<file path="config.mk">
export PLATFORM = sky130hd
export DESIGN_NAME = monx_top
export DESIGN_NICKNAME = d
export VERILOG_FILES = /design/src/rtl/monx_pkg.sv /design/src/rtl/monx_ctrl.sv /design/src/rtl/monx_dpath.sv /design/src/rtl/monx_top.sv
export SDC_FILE = /design/constraint.sdc
export NUM_CORES = 1
export LEC_CHECK = 0
export ABC_AREA = 1
export BUFFER_PORTS_ARGS = -buffer_cell sky130_fd_sc_hd__buf_2
export CAP_MARGIN = 5
export CORE_MARGIN = 2
export CORE_UTILIZATION = 62
export DETAILED_ROUTE_END_ITERATION = 7
export PLACE_DENSITY = 0.83
export SLEW_MARGIN = 10
export SYNTH_ARGS = -nofsm -noshare
export SYNTH_HDL_FRONTEND = slang
export SYNTH_SLANG_ARGS = --single-unit
</file>
<file path="constraint.sdc">
create_clock -name clk -period 1.9 [get_ports clk]
set_input_delay 0.095 -clock clk [delete_from_list [all_inputs] [get_ports clk]]
set_output_delay 0.095 -clock clk [all_outputs]
set_load 0.02 [all_outputs]
</file>
<file path="src/rtl/monx_pkg.sv">
package monx_pkg;

  localparam int BYTE_W = 8;
  localparam int WORD_W = 2 * BYTE_W;
  localparam int BIT_W  = $clog2(BYTE_W);
  localparam int STAT_W = 6;

  typedef enum logic [1:0] {
    CH_IDLE  = 2'd0,
    CH_SHIFT = 2'd1,
    CH_WAIT  = 2'd2
  } chState_e;

  // Per-channel commands from control to datapath
  typedef struct packed {
    logic load;
    logic shiftBit;
    logic nextByte;
    logic armTimer;
    logic runTimer;
    logic evDone;
    logic evAbort;
    logic evTimeout;
    logic setOverrun;
  } chStrobe_t;

endpackage

</file>
<file path="src/rtl/monx_ctrl.sv">
module monx_ctrl
  import monx_pkg::*;
#(
  parameter int NCH  = 16,
  parameter int CH_W = 4
) (
  input  logic            clk,
  input  logic            rstN,
  input  logic            frameTick,
  input  logic            wrEn,
  input  logic [CH_W-1:0] wrChan,
  input  logic [NCH-1:0]  ackIn,
  input  logic [NCH-1:0]  abortIn,
  input  logic [NCH-1:0]  lastBit,
  input  logic [NCH-1:0]  moreByte,
  input  logic [NCH-1:0]  timerOn,
  input  logic [NCH-1:0]  timerHit,
  output chStrobe_t       strobe [NCH],
  output logic [NCH-1:0]  busy,
  output logic [NCH-1:0]  shifting
);

  for (genvar g = 0; g < NCH; g++) begin : gCh
    chState_e  st;
    chState_e  stNext;
    chStrobe_t sb;
    logic      wrHit;

    assign wrHit = wrEn && (wrChan == CH_W'(g));

    always_comb begin
      sb     = '0;
      stNext = st;
      unique case (st)
        CH_IDLE: begin
          if (wrHit) begin
            sb.load = 1'b1;
            stNext  = CH_SHIFT;
          end
        end
        CH_SHIFT: begin
          if (abortIn[g]) begin
            sb.evAbort = 1'b1;
            stNext     = CH_IDLE;
          end else if (frameTick) begin
            sb.shiftBit = 1'b1;
            if (lastBit[g]) begin
              sb.armTimer = 1'b1;
              stNext      = CH_WAIT;
            end
          end
        end
        CH_WAIT: begin
          if (abortIn[g]) begin
            sb.evAbort = 1'b1;
            stNext     = CH_IDLE;
          end else if (ackIn[g]) begin
            if (moreByte[g]) begin
              sb.nextByte = 1'b1;
              stNext      = CH_SHIFT;
            end else begin
              sb.evDone = 1'b1;
              stNext    = CH_IDLE;
            end
          end else if (frameTick && timerOn[g]) begin
            if (timerHit[g]) begin
              sb.evTimeout = 1'b1;
              stNext       = CH_IDLE;
            end else begin
              sb.runTimer = 1'b1;
            end
          end
        end
        default: stNext = CH_IDLE;
      endcase
      if (st != CH_IDLE && wrHit) sb.setOverrun = 1'b1;
    end

    always_ff @(posedge clk) begin
      if (!rstN) st <= CH_IDLE;
      else       st <= stNext;
    end

    assign strobe[g]   = sb;
    assign busy[g]     = (st != CH_IDLE);
    assign shifting[g] = (st == CH_SHIFT);
  end

endmodule

</file>
<file path="src/rtl/monx_dpath.sv">
module monx_dpath
  import monx_pkg::*;
#(
  parameter int NCH           = 16,
  parameter int CH_W          = 4,
  parameter int TIMEOUT_TICKS = 8
) (
  input  logic              clk,
  input  logic              rstN,
  input  logic [WORD_W-1:0] wrWord,
  input  logic              wrOneByte,
  input  logic              wrLast,
  input  logic              wrTimerEn,
  input  chStrobe_t         strobe [NCH],
  input  logic [NCH-1:0]    busy,
  input  logic [CH_W-1:0]   statSel,
  input  logic              intRd,
  output logic [NCH-1:0]    lastBit,
  output logic [NCH-1:0]    moreByte,
  output logic [NCH-1:0]    timerOn,
  output logic [NCH-1:0]    timerHit,
  output logic [NCH-1:0]    txBit,
  output logic [STAT_W-1:0] statOut,
  output logic [NCH-1:0]    intFlags
);

  localparam int TMR_W = $clog2(TIMEOUT_TICKS + 1);

  logic [STAT_W-1:0] chStat [NCH];
  logic [NCH-1:0]    evVec;

  for (genvar g = 0; g < NCH; g++) begin : gCh
    chStrobe_t         sb;
    logic [WORD_W-1:0] word;
    logic              oneByte;
    logic              lastFlag;
    logic              timerEn;
    logic              byteSel;
    logic [BIT_W-1:0]  bitCnt;
    logic [TMR_W-1:0]  tmr;
    logic              tx;
    logic              aborted;
    logic              timedOut;
    logic              overrun;
    logic [BYTE_W-1:0] curByte;
    logic              bitNow;

    assign sb      = strobe[g];
    assign curByte = byteSel ? word[WORD_W-1:BYTE_W] : word[BYTE_W-1:0];
    assign bitNow  = curByte[BIT_W'(BYTE_W-1) - bitCnt];

    always_ff @(posedge clk) begin
      if (!rstN) begin
        word     <= '0;
        oneByte  <= 1'b0;
        lastFlag <= 1'b0;
        timerEn  <= 1'b0;
        byteSel  <= 1'b0;
        bitCnt   <= '0;
        tmr      <= '0;
        tx       <= 1'b1;
        aborted  <= 1'b0;
        timedOut <= 1'b0;
        overrun  <= 1'b0;
      end else begin
        if (sb.load) begin
          word     <= wrWord;
          oneByte  <= wrOneByte;
          lastFlag <= wrLast;
          timerEn  <= wrTimerEn;
          byteSel  <= 1'b0;
          bitCnt   <= '0;
          aborted  <= 1'b0;
          timedOut <= 1'b0;
          overrun  <= 1'b0;
        end
        if (sb.shiftBit) begin
          tx     <= bitNow;
          bitCnt <= bitCnt + 1'b1;
        end
        if (sb.nextByte) begin
          byteSel <= 1'b1;
          bitCnt  <= '0;
        end
        if (sb.armTimer)      tmr <= '0;
        else if (sb.runTimer) tmr <= tmr + 1'b1;
        if (sb.evDone || sb.evAbort || sb.evTimeout) tx <= 1'b1;
        if (sb.evAbort)    aborted  <= 1'b1;
        if (sb.evTimeout)  timedOut <= 1'b1;
        if (sb.setOverrun) overrun  <= 1'b1;
      end
    end

    assign lastBit[g]  = (bitCnt == BIT_W'(BYTE_W - 1));
    assign moreByte[g] = !byteSel && !oneByte;
    assign timerOn[g]  = timerEn;
    assign timerHit[g] = (tmr == TMR_W'(TIMEOUT_TICKS - 1));
    assign txBit[g]    = tx;
    assign evVec[g]    = sb.evDone | sb.evAbort | sb.evTimeout;
    assign chStat[g]   = {busy[g], ~byteSel, lastFlag, aborted, timedOut, overrun};
  end

  assign statOut = chStat[statSel];

  always_ff @(posedge clk) begin
    if (!rstN) intFlags <= '0;
    else       intFlags <= (intRd ? '0 : intFlags) | evVec;
  end

endmodule

</file>
<file path="src/rtl/monx_top.sv">
module monx_top
  import monx_pkg::*;
#(
  parameter int MUX_COUNT     = 2,
  parameter int CH_PER_MUX    = 8,
  parameter int TIMEOUT_TICKS = 8,
  localparam int NCH  = MUX_COUNT * CH_PER_MUX,
  localparam int CH_W = $clog2(NCH)
) (
  input  logic              clk,
  input  logic              rstN,
  input  logic              frameTick,
  input  logic              wrEn,
  input  logic [CH_W-1:0]   wrChan,
  input  logic [15:0]       wrWord,
  input  logic              wrOneByte,
  input  logic              wrLast,
  input  logic              wrTimerEn,
  input  logic [NCH-1:0]    ackIn,
  input  logic [NCH-1:0]    abortIn,
  output logic [NCH-1:0]    txBit,
  output logic [NCH-1:0]    txActive,
  input  logic [CH_W-1:0]   statSel,
  output logic [5:0]        statOut,
  input  logic              intRd,
  output logic [NCH-1:0]    intFlags,
  input  logic              intMask,
  output logic              irqOut
);

  chStrobe_t      strobe [NCH];
  logic [NCH-1:0] busy;
  logic [NCH-1:0] lastBit;
  logic [NCH-1:0] moreByte;
  logic [NCH-1:0] timerOn;
  logic [NCH-1:0] timerHit;

  monx_ctrl #(.NCH(NCH), .CH_W(CH_W)) u_ctrl (
    .clk(clk), .rstN(rstN), .frameTick(frameTick),
    .wrEn(wrEn), .wrChan(wrChan),
    .ackIn(ackIn), .abortIn(abortIn),
    .lastBit(lastBit), .moreByte(moreByte),
    .timerOn(timerOn), .timerHit(timerHit),
    .strobe(strobe), .busy(busy), .shifting(txActive)
  );

  monx_dpath #(.NCH(NCH), .CH_W(CH_W), .TIMEOUT_TICKS(TIMEOUT_TICKS)) u_dpath (
    .clk(clk), .rstN(rstN),
    .wrWord(wrWord), .wrOneByte(wrOneByte), .wrLast(wrLast), .wrTimerEn(wrTimerEn),
    .strobe(strobe), .busy(busy), .statSel(statSel), .intRd(intRd),
    .lastBit(lastBit), .moreByte(moreByte), .timerOn(timerOn), .timerHit(timerHit),
    .txBit(txBit), .statOut(statOut), .intFlags(intFlags)
  );

  assign irqOut = (|intFlags) & ~intMask;

endmodule

</file>
Word-level counts from Yosys, hierarchy flattened --
Index checks and enable logic that the tools add are counted.
Word-level totals: bits in registers 544, input bits 65, output and inout port bits 55, logic and storage cells 1549
Operators by class: add/subtract/negate cells 48, order comparisons 17, equality and inequality tests 159, mux-type cells 757, bitwise gates (word level) 53, reductions and logical operators 322
Operators with widths (number):
- $mux W1 | 513
- $mux W2 | 160
- $reduce_bool A2 Y1 | 96
- $mux W8 | 16
- $reduce_or A2 Y1 | 64
- $mux W3 | 32
- $pmux W2 S3 | 16
- $eq A4 B3 Y1 const B | 20
- $reduce_and A5 Y1 | 16
- $add A4 B1 Y4 const B | 16
- $logic_and A1 B1 Y1 | 64
- $lt A3 B4 Y1 const B | 16
- $ne A4 B3 Y1 const B | 16
- $ne A4 B4 Y1 const B | 16
- $add A3 B1 Y3 const B | 16
- $bmux W1 S3 | 16
- $eq A3 B3 Y1 const B | 16
- $ne A3 B2 Y1 const B | 16
- $ne A3 B3 Y1 const B | 16
- $sub A3 B3 Y3 const A | 16
- $eq A2 B1 Y1 const B | 16
- $eq A2 B2 Y1 const B | 16
- $eq A4 B4 Y1 const B | 8
- $logic_not A1 Y1 | 32
- 16 further kinds | 127

Logic depth before layout (Yosys ltp) --
depth after elaboration 9, mapped depth 11, gate-level depth less buffers 10

Hierarchy --
From an unflattened synthesis, not the netlist that was laid out.
Second synthesis, totals: cells, all modules 3935, area total of the unflattened synthesis 26985.9 sq um
By module, submodules not included:
- monx_dpath | times used 1, cells each 3205, area each 22794.4 sq um, seq. area each 10249.8 sq um
- monx_ctrl | times used 1, cells each 715, area each 4134.0 sq um, seq. area each 640.6 sq um
- monx_top | times used 1, cells each 15, area each 57.6 sq um, seq. area each 0.0 sq um

Worst setup path after synthesis --
Ideal clock, no wire load.
path type register to register, start register u_ctrl.gCh[8].st[1], end register u_dpath.gCh[8].tmr[0], setup time 0.128 ns, data arrival time 1.447 ns, slack 0.326 ns, cell stages (with the launch flop) 9, period minus slack after synthesis 1.574 ns, path through dfxtp_1 -> inv_1 -> ha_1 -> inv_1 -> nor2_1 -> nand2_1 -> o21ai_0 -> o21bai_1 -> a21oi_1
On the way: word-level cells in the longest chain between the ends 3, elaborated cells on any way between the ends 5, classes of those cells eq/ne (2); mux (2); reduce/logical (1)
RTL lines:
- from (decl) | RTL line monx_ctrl.sv:24 | chState_e st;
- from (signal assigned) | RTL line monx_ctrl.sv:81 | else st <= stNext;
- $eq A2 B1 Y1
- via txActive[8] | RTL line monx_top.sv:22 | output logic [NCH-1:0] txActive,
- $mux W1 | RTL line monx_ctrl.sv:34 | unique case (st)
- $reduce_or A2 Y1 (no line)
- to (signal assigned) | RTL line monx_dpath.sv:86 | else if (sb.runTimer) tmr <= tmr + 1'b1;
- to (decl) | RTL line monx_dpath.sv:40 | logic [TMR_W-1:0] tmr;
The timed path passes the listed nets, and every way through them passes these cells. A chain may end at the register's enable or synchronous reset.

Worst setup path in the final report --
start register u_ctrl.gCh[4].st[0], end output port statOut[5]
On the way: word-level cells in the longest chain between the ends 4
RTL lines:
- from (decl) | RTL line monx_ctrl.sv:24
- from (signal assigned) | RTL line monx_ctrl.sv:81
- $reduce_bool A2 Y1 | RTL line monx_ctrl.sv:85 | assign busy[g] = (st != CH_IDLE);
- $bmux W6 S4 | RTL line monx_dpath.sv:103 | assign statOut = chStat[statSel];
- $mux W6 (implied by the code) (2 in series) | RTL line monx_dpath.sv:103
- to (decl) | RTL line monx_top.sv:24 | output logic [5:0] statOut,
No other way between the ends. The select of a mux whose other input is x is not followed.

==> results.ini <==
[power]
p_switching_mw = 10.3
seqPwrFrac = 0.401
p_leak_nw = 13.3
ir_worst_vdd_mv = 0.775
internal_power_mw = 21.9
clkPwrFrac = 0.354
combPwrFrac = 0.245
p_sw_frac = 0.321
p_per_area_nw_per_um2 = 1040

[cts]
clk_pin_slew_ns = 0.06
clk_latency_ns = 0.61
clock_sinks = 544
root_buffer = clkbuf_16
cts_tree = yes
cts-htree-levels = 2
cts_buffers = 56
clockBufferDepth = 3

[setup_path]
cp.depth = 8
path_cells = inv_2, ha_4, inv_2, o211ai_1, nand3_2, nand3_2, nand2_2, buf_6
cp-end-kind = output pin
critPathKind = reg2out
r2r_start = u_ctrl.gCh[4].st[0]
slowest_delay_ns = 0.34
r2r_setup_slack_ns = 0.11
critPathBufInv = 3
critPathLaunchType = register
crit_fanout = 3
critPathLaunch = u_ctrl.gCh[4].st[0]
cp_slowest_cell = dfxtp_2
reg2reg_depth = 10
cp.arrival_ns = 1.93
r2r_end = u_dpath.intFlags[4]
endpoint = statOut[5]
crit_required_ns = 1.80
critPathTopFamily = flip-flops

[run_status]
status = finished with violations
violations = setup timing

[synth]
synth_seq_cells = 544
yosysTopAreaCellShare = 0.407
synth_area_leader_cell = dfxtp_1
avgSynthCellArea_um2 = 6.88
synthCells = 3896
ys_async_sr_fraction = 0
yosysUniqueCellTypes = 38
synth_ff_type = dfxtp_1
syn_nets = 4073
synth.area.top_cells = dfxtp_1 (41%), nand2_1 (11%), inv_1 (8.3%), a21oi_1 (8.1%), o21ai_0 (8.0%)
synth_warnings = 0
ys_seq_area_frac = 0.407
syn_area_um2 = 26800
synth_edf_count = 0

[route]
via_per_inst = 5.58
drt-pass1-iter-count = 8
vias = 26000
ant_nets = 0
drt-total-wl_um = 79100
drc = 0
wl_per_cell_um = 16.9
drtIter0Drc = 2776

[floorplan]
core_area_um2 = 42900
die_area_um2 = 44900
boundaryPins = 120
fp.dieH_um = 212
start_util = 0.625
row_count = 76
die_w_um = 212

[sta]
max_slew.worst_pin.slew_ns = 0.802
setup_violations = 4
final.min_clock_period_ns = 2.02
rsz0062_at_grt = true
timing.final.ws_setup_ns = -0.122
hold_viol_final = 0
slew_headroom = 0.466
finalClockSkew_ns = 0.0121
timing.fmax_ghz = 0.495
finalMaxSlewViolations = 0
fin_crit_sh = 1.06

[global_routing]
first_global_vias = 23700
grt_usage = 0.346
grt_pass1_wl_um = 123000
antenna_found_initial = 4
grt.overflow.total = 0
grt_max_degree = 97

[layout]
nets = 4213
area_growth_syn_to_layout_pct = 15.5
final_util = 0.721
mostFrequentLayoutCells = nand2_1 (758), inv_1 (558), dfxtp_1 (516)
mostFrequentLayoutCell = nand2_1
fin_cells = 4667
drive_gt1_frac = 0.112

[placed_design]
gp_congestion = 0.998
hpwl_um = 51100
place_inst = 4501
io_buffers = 119

[worst_hold_path]
min_path_type = in2reg

[flow_run]
maxCapViolCount = 0

## power by group through the flow
stage                     clock network [mW]  logic [mW]  registers [mW]
final                                   11.4        7.89            12.9
after global routing                    12.0        8.70            13.0
after CTS                               11.5        7.46            12.9
after detailed placement                   0        6.84            13.1
after global placement                     0        6.73            13.0
after floorplan                            0        4.64            13.0
## area by class of cell
type / instances / area [µm²]
Tap cell: 585 / 732
Multi-Input combinational cell: 2550 / 12900
Antenna cell: 2 / 5.00
Clock buffer: 79 / 1630
Sequential cell: 544 / 10900
Fill cell: 3370 / 12000
Timing Repair Buffer: 274 / 2130
Inverter: 610 / 2300
Clock inverter: 23 / 278
## Yosys cell counts (9+ instances only)
cell type    n
clkinv_1    11
o21ai_0    427
buf_4       19
buf_2       41
ha_1       112
o211ai_1    29
nor3_1      14
a21oi_1    432
nand4_1     15
nor2_1     278
o22ai_1     23
nand3_1    352
dfxtp_1    544
buf_6        9
clkbuf_1   118
inv_2       10
inv_1      589
xor2_1      14
and2_1      11
nand2_1    764
nor2_4       9
o21ai_1     10
## per-layer routing
| metal | global-route usage | vias to the layer above | share of wire |
|---|---|---|---|
| met2 | 0.566 | 1128 | 0.45 |
| met4 | 0.198 | 2 | 0.062 |
| met3 | 0.0524 | 264 | 0.093 |
| met5 | 0 | - | 0.00023 |
| li1 | - | 12800 | - |
| met1 | 0.437 | 11800 | 0.39 |
## state kept, by name, indices dropped and copies added, names as in the netlist
| signal | flops |
|---|---|
| u_dpath.intFlags | 16 |
| u_dpath.gCh.oneByte | 16 |
| u_dpath.gCh.word | 256 |
| u_dpath.gCh.lastFlag | 16 |
| u_dpath.gCh.tmr | 64 |
| u_dpath.gCh.timerEn | 16 |
| u_dpath.gCh.aborted | 16 |
| u_dpath.gCh.bitCnt | 48 |
| u_dpath.gCh.tx | 16 |
| u_ctrl.gCh.st | 32 |
| u_dpath.gCh.timedOut | 16 |
| u_dpath.gCh.byteSel | 16 |
| u_dpath.gCh.overrun | 16 |
## timing repair
action                                  in CTS  in global routing
hold buffers                                43                  0
buffers inserted                            11                  8
gates resized for setup                    100                 42
endpoints found under the setup margin       7                 16
pin swaps                                   13                 14
endpoints found under the hold margin      168                  0
## stage by stage
| step | cell area (µm²) | hold WS [ns] | worst slack (ns) | power [mW] | setup TNS (ns) |
|---|---|---|---|---|---|
| 2_1_floorplan | 26800 | 0.258 | 0.326 | 17.6 | 0 |
| 3_3_place_gp | 28100 | 0.403 | 0.197 | 19.8 | 0 |
| 3_5_place_dp | 28100 | 0.405 | 0.174 | 19.9 | 0 |
| 4_1_cts | 30800 | 0.00939 | -0.0785 | 31.8 | -0.0785 |
| 5_1_grt | 30900 | 0.0877 | -0.157 | 33.6 | -0.468 |
| 6_report | 30900 | 0.0308 | -0.122 | 32.2 | -0.249 |
## worst register-to-register path: cells and delay by family, from the launching register on
kind	cells	cell delay, ns
buffers and inverters	4	0.36
AND/OR/NAND/NOR	3	0.48
adder cells (fa/ha/maj)	1	0.15
AO/OA/AOI/OAI	2	0.41
flip-flops	1	0.34
## kinds of logic (layout without fill, tap and decap cells)
kind of cell | Yosys count | in the layout | share of synthesized area
flip-flops | 544 | 544 | 0.407
buffers and inverters | 802 | 986 | 0.120
adder cells (fa/ha/maj) | 112 | 112 | 0.0523
AND/OR/NAND/NOR | 1481 | 1481 | 0.235
other | 0 | 2 | 0
AO/OA/AOI/OAI | 936 | 936 | 0.180
XOR/XNOR | 21 | 21 | 0.00687
## worst min path at each step
stage / startpoint / endpoint / slack, ns / depth (start not counted)
after floorplan: abortIn[0] / u_dpath.gCh[0].aborted / 0.26 / 2
after global placement: abortIn[11] / u_dpath.gCh[11].aborted / 0.40 / 3
after detailed placement: abortIn[11] / u_dpath.gCh[11].aborted / 0.41 / 3
after CTS: frameTick / u_dpath.gCh[7].tx / 0.009 / 6
after global routing: frameTick / u_dpath.gCh[7].timedOut / 0.09 / 5
final: frameTick / u_dpath.gCh[7].tx / 0.03 / 6
(Power assumes the default switching activity.)
